**src/rtl/fpu_csr_pkg.sv**
```systemverilog
package fpu_csr_pkg;

   typedef enum logic [1:0] {
      RND_NEAREST_EVEN = 2'd0,
      RND_TO_ZERO      = 2'd1,
      RND_UP           = 2'd2,
      RND_DOWN         = 2'd3
   } fpu_rnd_e;

   typedef enum logic {
      SEL_CTRL = 1'b0,
      SEL_STAT = 1'b1
   } csr_sel_e;

   // Contiguous run of ones starting at bit lsb
   function automatic logic [63:0] field_mask(input int lsb, input int width);
      logic [63:0] m;
      m = '0;
      for (int i = 0; i < width; i++) m[lsb + i] = 1'b1;
      return m;
   endfunction

endpackage

```
**src/rtl/fpu_csr_ctrl.sv**
```systemverilog
module fpu_csr_ctrl
   import fpu_csr_pkg::*;
#(
   parameter int DATA_W   = 32,
   parameter int FLAG_LSB = 7,
   parameter int FLAG_W   = 5,
   parameter bit LEGACY   = 1'b0
) (
   input  logic              clk,
   input  logic              rst,
   input  logic              wr_ctrl,
   input  logic [DATA_W-1:0] wr_data,
   output logic [DATA_W-1:0] ctrl_q,
   output fpu_rnd_e          rnd
);
   localparam logic [63:0] FLAG_FIELD = field_mask(FLAG_LSB, FLAG_W);
   localparam logic [63:0] LOW_FIELD  = field_mask(0, FLAG_LSB);

   logic [DATA_W-1:0] keep_mask;

   generate
      if (LEGACY) begin : g_legacy
         assign keep_mask = ~FLAG_FIELD[DATA_W-1:0];
      end else begin : g_normal
         assign keep_mask = LOW_FIELD[DATA_W-1:0];
      end
   endgenerate

   always_ff @(posedge clk) begin
      if (rst)          ctrl_q <= '0;
      else if (wr_ctrl) ctrl_q <= wr_data & keep_mask;
   end

   assign rnd = fpu_rnd_e'(ctrl_q[1:0]);
endmodule

```
**src/rtl/fpu_csr_status.sv**
```systemverilog
module fpu_csr_status #(
   parameter int FLAG_W = 5
) (
   input  logic              clk,
   input  logic              rst,
   input  logic              wr_stat,
   input  logic [FLAG_W-1:0] wr_flags,
   input  logic              op_valid,
   input  logic [FLAG_W-1:0] op_flags,
   output logic [FLAG_W-1:0] flags_q
);
   always_ff @(posedge clk) begin
      if (rst)           flags_q <= '0;
      else if (wr_stat)  flags_q <= wr_flags;
      else if (op_valid) flags_q <= flags_q | op_flags;
   end
endmodule

```
**src/rtl/fpu_csr_rsvd.sv**
```systemverilog
module fpu_csr_rsvd #(
   parameter int RSVD_W = 20
) (
   input  logic              clk,
   input  logic              rst,
   input  logic              wr_en,
   input  logic [RSVD_W-1:0] upper,
   output logic              err_q
);
   always_ff @(posedge clk) begin
      if (rst) err_q <= 1'b0;
      else     err_q <= wr_en && (|upper);
   end
endmodule

```
**src/rtl/fpu_csr_bank.sv**
```systemverilog
module fpu_csr_bank
   import fpu_csr_pkg::*;
#(
   parameter int DATA_W   = 32,
   parameter int FLAG_W   = 5,
   parameter int FLAG_LSB = 7,
   parameter int RSVD_LSB = 12,
   parameter bit LEGACY   = 1'b0
) (
   input  logic              clk,
   input  logic              rst,
   input  logic              wr_en,
   input  logic              wr_sel,
   input  logic [DATA_W-1:0] wr_data,
   input  logic              rd_sel,
   output logic [DATA_W-1:0] rd_data,
   input  logic              op_valid,
   input  logic [FLAG_W-1:0] op_flags,
   output logic [1:0]        round_mode,
   output logic              rsvd_err
);
   localparam int RSVD_W = DATA_W - RSVD_LSB;
   localparam int PAD_HI = DATA_W - RSVD_LSB;

   generate
      if (FLAG_LSB + FLAG_W != RSVD_LSB) begin : g_bad_layout
         $fatal(1, "flag field must end where the reserved field starts");
      end
      if (FLAG_LSB < 2) begin : g_bad_lsb
         $fatal(1, "flag field overlaps rounding bits");
      end
      if (DATA_W > 64 || RSVD_W < 1) begin : g_bad_width
         $fatal(1, "unsupported word width");
      end
   endgenerate

   logic [DATA_W-1:0] ctrl_q;
   logic [FLAG_W-1:0] flags_q;
   fpu_rnd_e          rnd;
   logic              wr_ctrl, wr_stat;

   assign wr_ctrl = wr_en && (csr_sel_e'(wr_sel) == SEL_CTRL);
   assign wr_stat = wr_en && (csr_sel_e'(wr_sel) == SEL_STAT);

   fpu_csr_ctrl #(
      .DATA_W(DATA_W), .FLAG_LSB(FLAG_LSB), .FLAG_W(FLAG_W), .LEGACY(LEGACY)
   ) u_ctrl (
      .clk(clk), .rst(rst), .wr_ctrl(wr_ctrl), .wr_data(wr_data),
      .ctrl_q(ctrl_q), .rnd(rnd)
   );

   fpu_csr_status #(.FLAG_W(FLAG_W)) u_stat (
      .clk(clk), .rst(rst), .wr_stat(wr_stat),
      .wr_flags(wr_data[FLAG_LSB +: FLAG_W]),
      .op_valid(op_valid), .op_flags(op_flags), .flags_q(flags_q)
   );

   fpu_csr_rsvd #(.RSVD_W(RSVD_W)) u_rsvd (
      .clk(clk), .rst(rst), .wr_en(wr_en),
      .upper(wr_data[DATA_W-1:RSVD_LSB]), .err_q(rsvd_err)
   );

   assign round_mode = rnd;

   always_comb begin
      if (csr_sel_e'(rd_sel) == SEL_STAT)
         rd_data = {{PAD_HI{1'b0}}, flags_q, {FLAG_LSB{1'b0}}};
      else
         rd_data = ctrl_q;
   end
endmodule

```
**config.mk**
```make
export PLATFORM = sky130hd
export DESIGN_NAME = fpu_csr_bank
export DESIGN_NICKNAME = d
export VERILOG_FILES = /design/src/rtl/fpu_csr_pkg.sv /design/src/rtl/fpu_csr_ctrl.sv /design/src/rtl/fpu_csr_status.sv /design/src/rtl/fpu_csr_rsvd.sv /design/src/rtl/fpu_csr_bank.sv
export SDC_FILE = /design/constraint.sdc
export NUM_CORES = 1
export LEC_CHECK = 0
export BUFFER_PORTS_ARGS = -buffer_cell sky130_fd_sc_hd__buf_2
export CAP_MARGIN = 10
export CORE_MARGIN = 3
export CORE_UTILIZATION = 40
export CTS_CLUSTER_SIZE = 40
export DETAILED_ROUTE_END_ITERATION = 10
export PLACE_DENSITY = 0.79
export SETUP_SLACK_MARGIN = 0.02
export SYNTH_ARGS = -nofsm -noshare
export SYNTH_HDL_FRONTEND = slang
export SYNTH_HIERARCHICAL = 1
export SYNTH_SLANG_ARGS = --single-unit
```
**constraint.sdc**
```tcl
create_clock -name clk -period 0.97 [get_ports clk]
set_clock_uncertainty 0.05 [all_clocks]
set_input_delay 0.097 -clock clk [delete_from_list [all_inputs] [get_ports clk]]
set_output_delay 0.097 -clock clk [all_outputs]
set_load 0.02 [all_outputs]
```
---- Word-level counts from Yosys, hierarchy flattened ----
Cells that the tools add are included.
W data, S select, Z words.
operators by class
  reductions and logical operators ........ 5
  bitwise gates (word level) .............. 2
  muxes and demuxes ....................... 3
operators with widths
  cell                 count
  $reduce_or A20 Y1    1
  $mux W12             1
  $mux W5              2
  $or A5 B5 Y5         1
  $logic_and A1 B1 Y1  3
  $reduce_bool A2 Y1   1
  $not A1 Y1           1
storage, ports and cells
  output and inout port bits .............. 35
  bits in registers ....................... 13
  input bits .............................. 43
  word-level logic and storage cells ...... 13

---- Longest topological paths before layout ----
  depth in word-level cells ............... 3
  gate-level depth with buffers ........... 4

---- Hierarchy ----
Netlist, hierarchy kept.
by module, submodules not included
  module          sequential area each (µm²)  times used  area an instance (µm²)  cells each
  fpu_csr_ctrl    140.1                       1           454.2                   50
  fpu_csr_bank    0.0                         1           272.8                   37
  fpu_csr_status  100.1                       1           242.7                   21
  fpu_csr_rsvd    20.0                        1           70.1                    9

---- Worst setup path before layout ----
Ideal clock, no wire load.
  path type ............................... register to output
  from .................................... register u_ctrl.ctrl_q[0]
  to ...................................... output rd_data[0]
  data arrival time ....................... 0.657 ns
  stages on the path, launching flop included .. 2
  required time ........................... 0.823 ns
  path slack .............................. 0.166 ns
  path buffers ............................ 0
  path through ............................ dfxtp_1 -> nor2b_1
on the way
  longest elaborated chain between the ends .. 1
RTL lines
  what                    line                RTL
  start, declared         fpu_csr_ctrl.sv:13  output logic [DATA_W-1:0] ctrl_q,
  start signal, assigned  fpu_csr_ctrl.sv:31  else if (wr_ctrl) ctrl_q <= wr_data & keep_mask;
  $mux W12                fpu_csr_bank.sv:66  if (csr_sel_e'(rd_sel) == SEL_STAT)
  end, declared           fpu_csr_bank.sv:16  output logic [DATA_W-1:0] rd_data,
No other way between the ends.

---- Worst setup path in the final report ----
  from .................................... register u_stat.flags_q[4]
  to ...................................... output rd_data[11]
on the way
  longest elaborated chain between the ends .. 1
RTL lines
  what                    line                  RTL
  start, declared         fpu_csr_status.sv:10  output logic [FLAG_W-1:0] flags_q
  start signal, assigned  fpu_csr_status.sv:14  else if (wr_stat) flags_q <= wr_flags;
  start signal, assigned  fpu_csr_status.sv:15  else if (op_valid) flags_q <= flags_q | op_flags;
  $mux W12                fpu_csr_bank.sv:66
No other way between the ends.

==> results.sh <==
export IMPL_synthCells=117
export IMPL_drt_iter0_drc=14
export IMPL_grt_pass1_vias=894
export IMPL_use_met2=0.3018
export IMPL_p_per_area_mw_per_mm2=1005
export IMPL_final_nets=223
export IMPL_finalPower_mw=1.448
export IMPL_wire_per_inst_um=12.15
export IMPL_path_cells="mux2_4 > buf_6"
export IMPL_grt_max_degree=27
export IMPL_maxSlewViolCount=0
export IMPL_cp_top_family="flip-flops"
export IMPL_netlist_top_cells_area="dfxtp_1 25%, buf_4 19%, nor2b_1 16%, mux2i_1 6.7%, nor2b_4 6.6%"
export IMPL_antenna_cells=0
export IMPL_grt_overflow=0
export IMPL_fp_dieW_um=56.99
export IMPL_io_buffer_count=57
export IMPL_layout_filler_cells=213
export IMPL_min_from="wr_data[3]"
export IMPL_track_usage=0.1552
export IMPL_vias_per_cell=4.430
export IMPL_failed_checks="negative setup slack"
export IMPL_top_usage_layer="met2"
export IMPL_root_buffer="clkbuf_4"
export IMPL_cp_slowest_stage_delay_ns=0.32
export IMPL_insertion_delay_ns=0.27
export IMPL_clk_pin_slew_ns=0.09
export IMPL_num_vias=917
export IMPL_firstDrtPassIters=6
export IMPL_internal_power_mw=0.9880
export IMPL_pin_count=78
export IMPL_clock_power_share=0.226
export IMPL_wl_um=2516
export IMPL_synthToLayoutAreaGrowth_pct=38.51
export IMPL_cp_required_ns=0.82
export IMPL_crit_slowest_cell="dfxtp_2"
export IMPL_ys_warn_count=6
export IMPL_comb_power_share=0.365
export IMPL_globalRouteMet3Util=0.04299
export IMPL_max_cap_viol_count=0
export IMPL_min_period_ns=1.134
export IMPL_setup_ws_ns=-0.1635
export IMPL_finalSetupViolations=13
export IMPL_grt_pass1_wl_um=3898
export IMPL_routabilityCongestion=0.7077
export IMPL_start_util=0.4444
export IMPL_crit_type="reg2out"
export IMPL_hold_path_class="in2reg"
export IMPL_yosysTopAreaCellShare=0.2503
export IMPL_synth_area_leader_cell="dfxtp_1"
export IMPL_endpoint_kind="primary output"
export IMPL_final_cells=207
export IMPL_fmax_mhz=882.2
export IMPL_rows=17
export IMPL_rsz0062_at_grt="true"
export IMPL_utilization=0.6155
export IMPL_die_area_mm2=0.003247
export IMPL_p_sw_frac=0.3176
export IMPL_startpoint="u_stat/flags_q[4]$_SDFFE_PP0P_"
export IMPL_vdd_ir_drop_max_mv=0.7602
export IMPL_dp_hpwl_um=2018
export IMPL_antenna_found_initial=0
export IMPL_route_detailed_drc=0
export IMPL_cts_tree="done"
export IMPL_arrival_ns=0.99
export IMPL_clockBufferDepth=2
export IMPL_status="complete, but fails checks"
export IMPL_fp_coreArea_mm2=0.002340
export IMPL_p_leak_nw=0.7184
export IMPL_syn_area_mm2=0.001040
export IMPL_dp_cells=196
export IMPL_final_antenna_net_count=0
export IMPL_use_met1=0.1501
export IMPL_cp_num_buf_inv=1
export IMPL_startpoint_type="flip-flop"
export IMPL_crit_fanout=2
export IMPL_reg2reg_from="u_stat/flags_q[1]$_SDFFE_PP0P_"
export IMPL_synthDistinctLibCells=19
export IMPL_power_frac_seq=0.409
export IMPL_p_switching_mw=0.4598
export IMPL_cts_made_buffers=3
export IMPL_layout_drive_gt1_share=0.5307
export IMPL_synth_seq_cells=13
export IMPL_seq_area_frac_synth=0.2503
export IMPL_hold_violations=0
export IMPL_htreeDepth=1
export IMPL_period_share=1.169
export IMPL_synth_avg_cell_area_um2=8.887
export IMPL_die_h_um=56.99
export IMPL_clock_sinks=13
==> registers in the layout, summed over array words and instances (netlist names) <==
| signal | count |
|---|---|
| u_stat/flags_q | 5 |
| u_rsvd/err_q | 1 |
| u_ctrl/ctrl_q | 7 |
==> synthesized netlist by cell type (all sizes together) <==
master  number
a211oi       5
nor4         5
and3         1
dfxtp       13
mux2i        7
inv          1
mux2         5
and2         1
conb         1
buf         32
nor2b       31
nor2         7
a311oi       1
nor3         5
and2b        2
==> path summary, 6_finish.rpt <==
kind / slack [ns] / depth (start not counted) / endpoint
worst min-delay path: 0.003 / 3 / u_ctrl/ctrl_q[3]$_SDFFE_PP0P_
worst max register to register: 0.08 / 3 / u_stat/flags_q[1]$_SDFFE_PP0P_
worst max-delay path: -0.16 / 2 / rd_data[11]
worst min register to register: 0.44 / 2 / u_ctrl/ctrl_q[3]$_SDFFE_PP0P_
==> per-stage QoR <==
| step | TNS [ns] | instance area, um2 | hold slack (ns) | worst slack (ns) |
|---|---|---|---|---|
| after global placement | 0 | 1231 | 0.2829 | 0.02008 |
| after floorplan | 0 | 1130 | 0.1194 | 0.1657 |
| after global routing | -1.702 | 1440 | 0.01055 | -0.2014 |
| final | -1.163 | 1440 | 0.003434 | -0.1635 |
| after detailed placement | -0.005951 | 1231 | 0.2914 | -0.005951 |
| after CTS | -1.247 | 1398 | 0.002631 | -0.1687 |
==> what timing repair did <==
action / in CTS / in global routing
hold buffers: 1 / 0
endpoints found under the hold margin: 1 / 0
pin swaps: 0 / 2
buffers inserted: 4 / 3
endpoints found under the setup margin: 14 / 15
resized for setup: 37 / 7
==> cell families after synthesis <==
| kind of cell | after synthesis | synth area share |
|---|---|---|
| flip-flops | 13 | 0.2503 |
| AND/OR/NAND/NOR | 52 | 0.3285 |
| multiplexers | 12 | 0.1324 |
| other | 1 | 0.003607 |
| AO/OA/AOI/OAI | 6 | 0.04453 |
| buffers and inverters | 33 | 0.2407 |
==> cell usage in the layout (no fill, tap or decap) <==
cell type / synthesis / final
dlygate4sd3_1: 0 / 1
conb_1: 1 / 25
buf_4: 27 / 10
buf_12: 0 / 1
a311oi_1: 1 / 1
buf_2: 2 / 43
clkbuf_4: 0 / 3
and2b_1: 2 / 2
nor4_1: 5 / 5
nor3_1: 5 / 5
nor2b_1: 26 / 23
nor2_1: 7 / 7
buf_6: 3 / 11
a211oi_2: 0 / 1
nor2b_4: 5 / 8
dfxtp_2: 0 / 12
mux2i_1: 7 / 7
and3_1: 1 / 1
inv_1: 1 / 1
mux2_4: 3 / 5
clkinv_2: 0 / 1
a211oi_1: 5 / 4
dfxtp_1: 13 / 1
and2_1: 1 / 1
==> cell type report <==
cell class / instances / area (um2) / share of cell area
Sequential cell: 13 / 275.3 / 0.1911
Clock inverter: 1 / 5.005 / 0.003475
Inverter: 1 / 3.754 / 0.002606
Timing Repair Buffer: 66 / 444.2 / 0.3084
Tap cell: 28 / 35.03 / 0.02433
Multi-Input combinational cell: 95 / 654.4 / 0.4544
Clock buffer: 3 / 22.52 / 0.01564
==> power by group through the flow <==
stage               sequential (mW)  combinational, mW  clock [mW]
floorplan                     0.595              0.359           0
global placement              0.597              0.420           0
detailed placement            0.599              0.434           0
CTS                           0.590              0.504       0.337
global route                  0.598              0.568       0.367
finish                        0.593              0.528       0.327
==> worst register-to-register path, delay by kind of cell (launching register included) <==
kind            cells  cell delay, ns
simple gates        1            0.07
buf+inv             1            0.12
flops               1            0.33
compound gates      1            0.20
==> routing by layer <==
metal / wire (um) / share of wire
met5: 0 / 0
met3: 284 / 0.11
met1: 829 / 0.33
met4: 54 / 0.021
met2: 1348 / 0.54
Note: power is estimated with default switching activity, not from simulation.
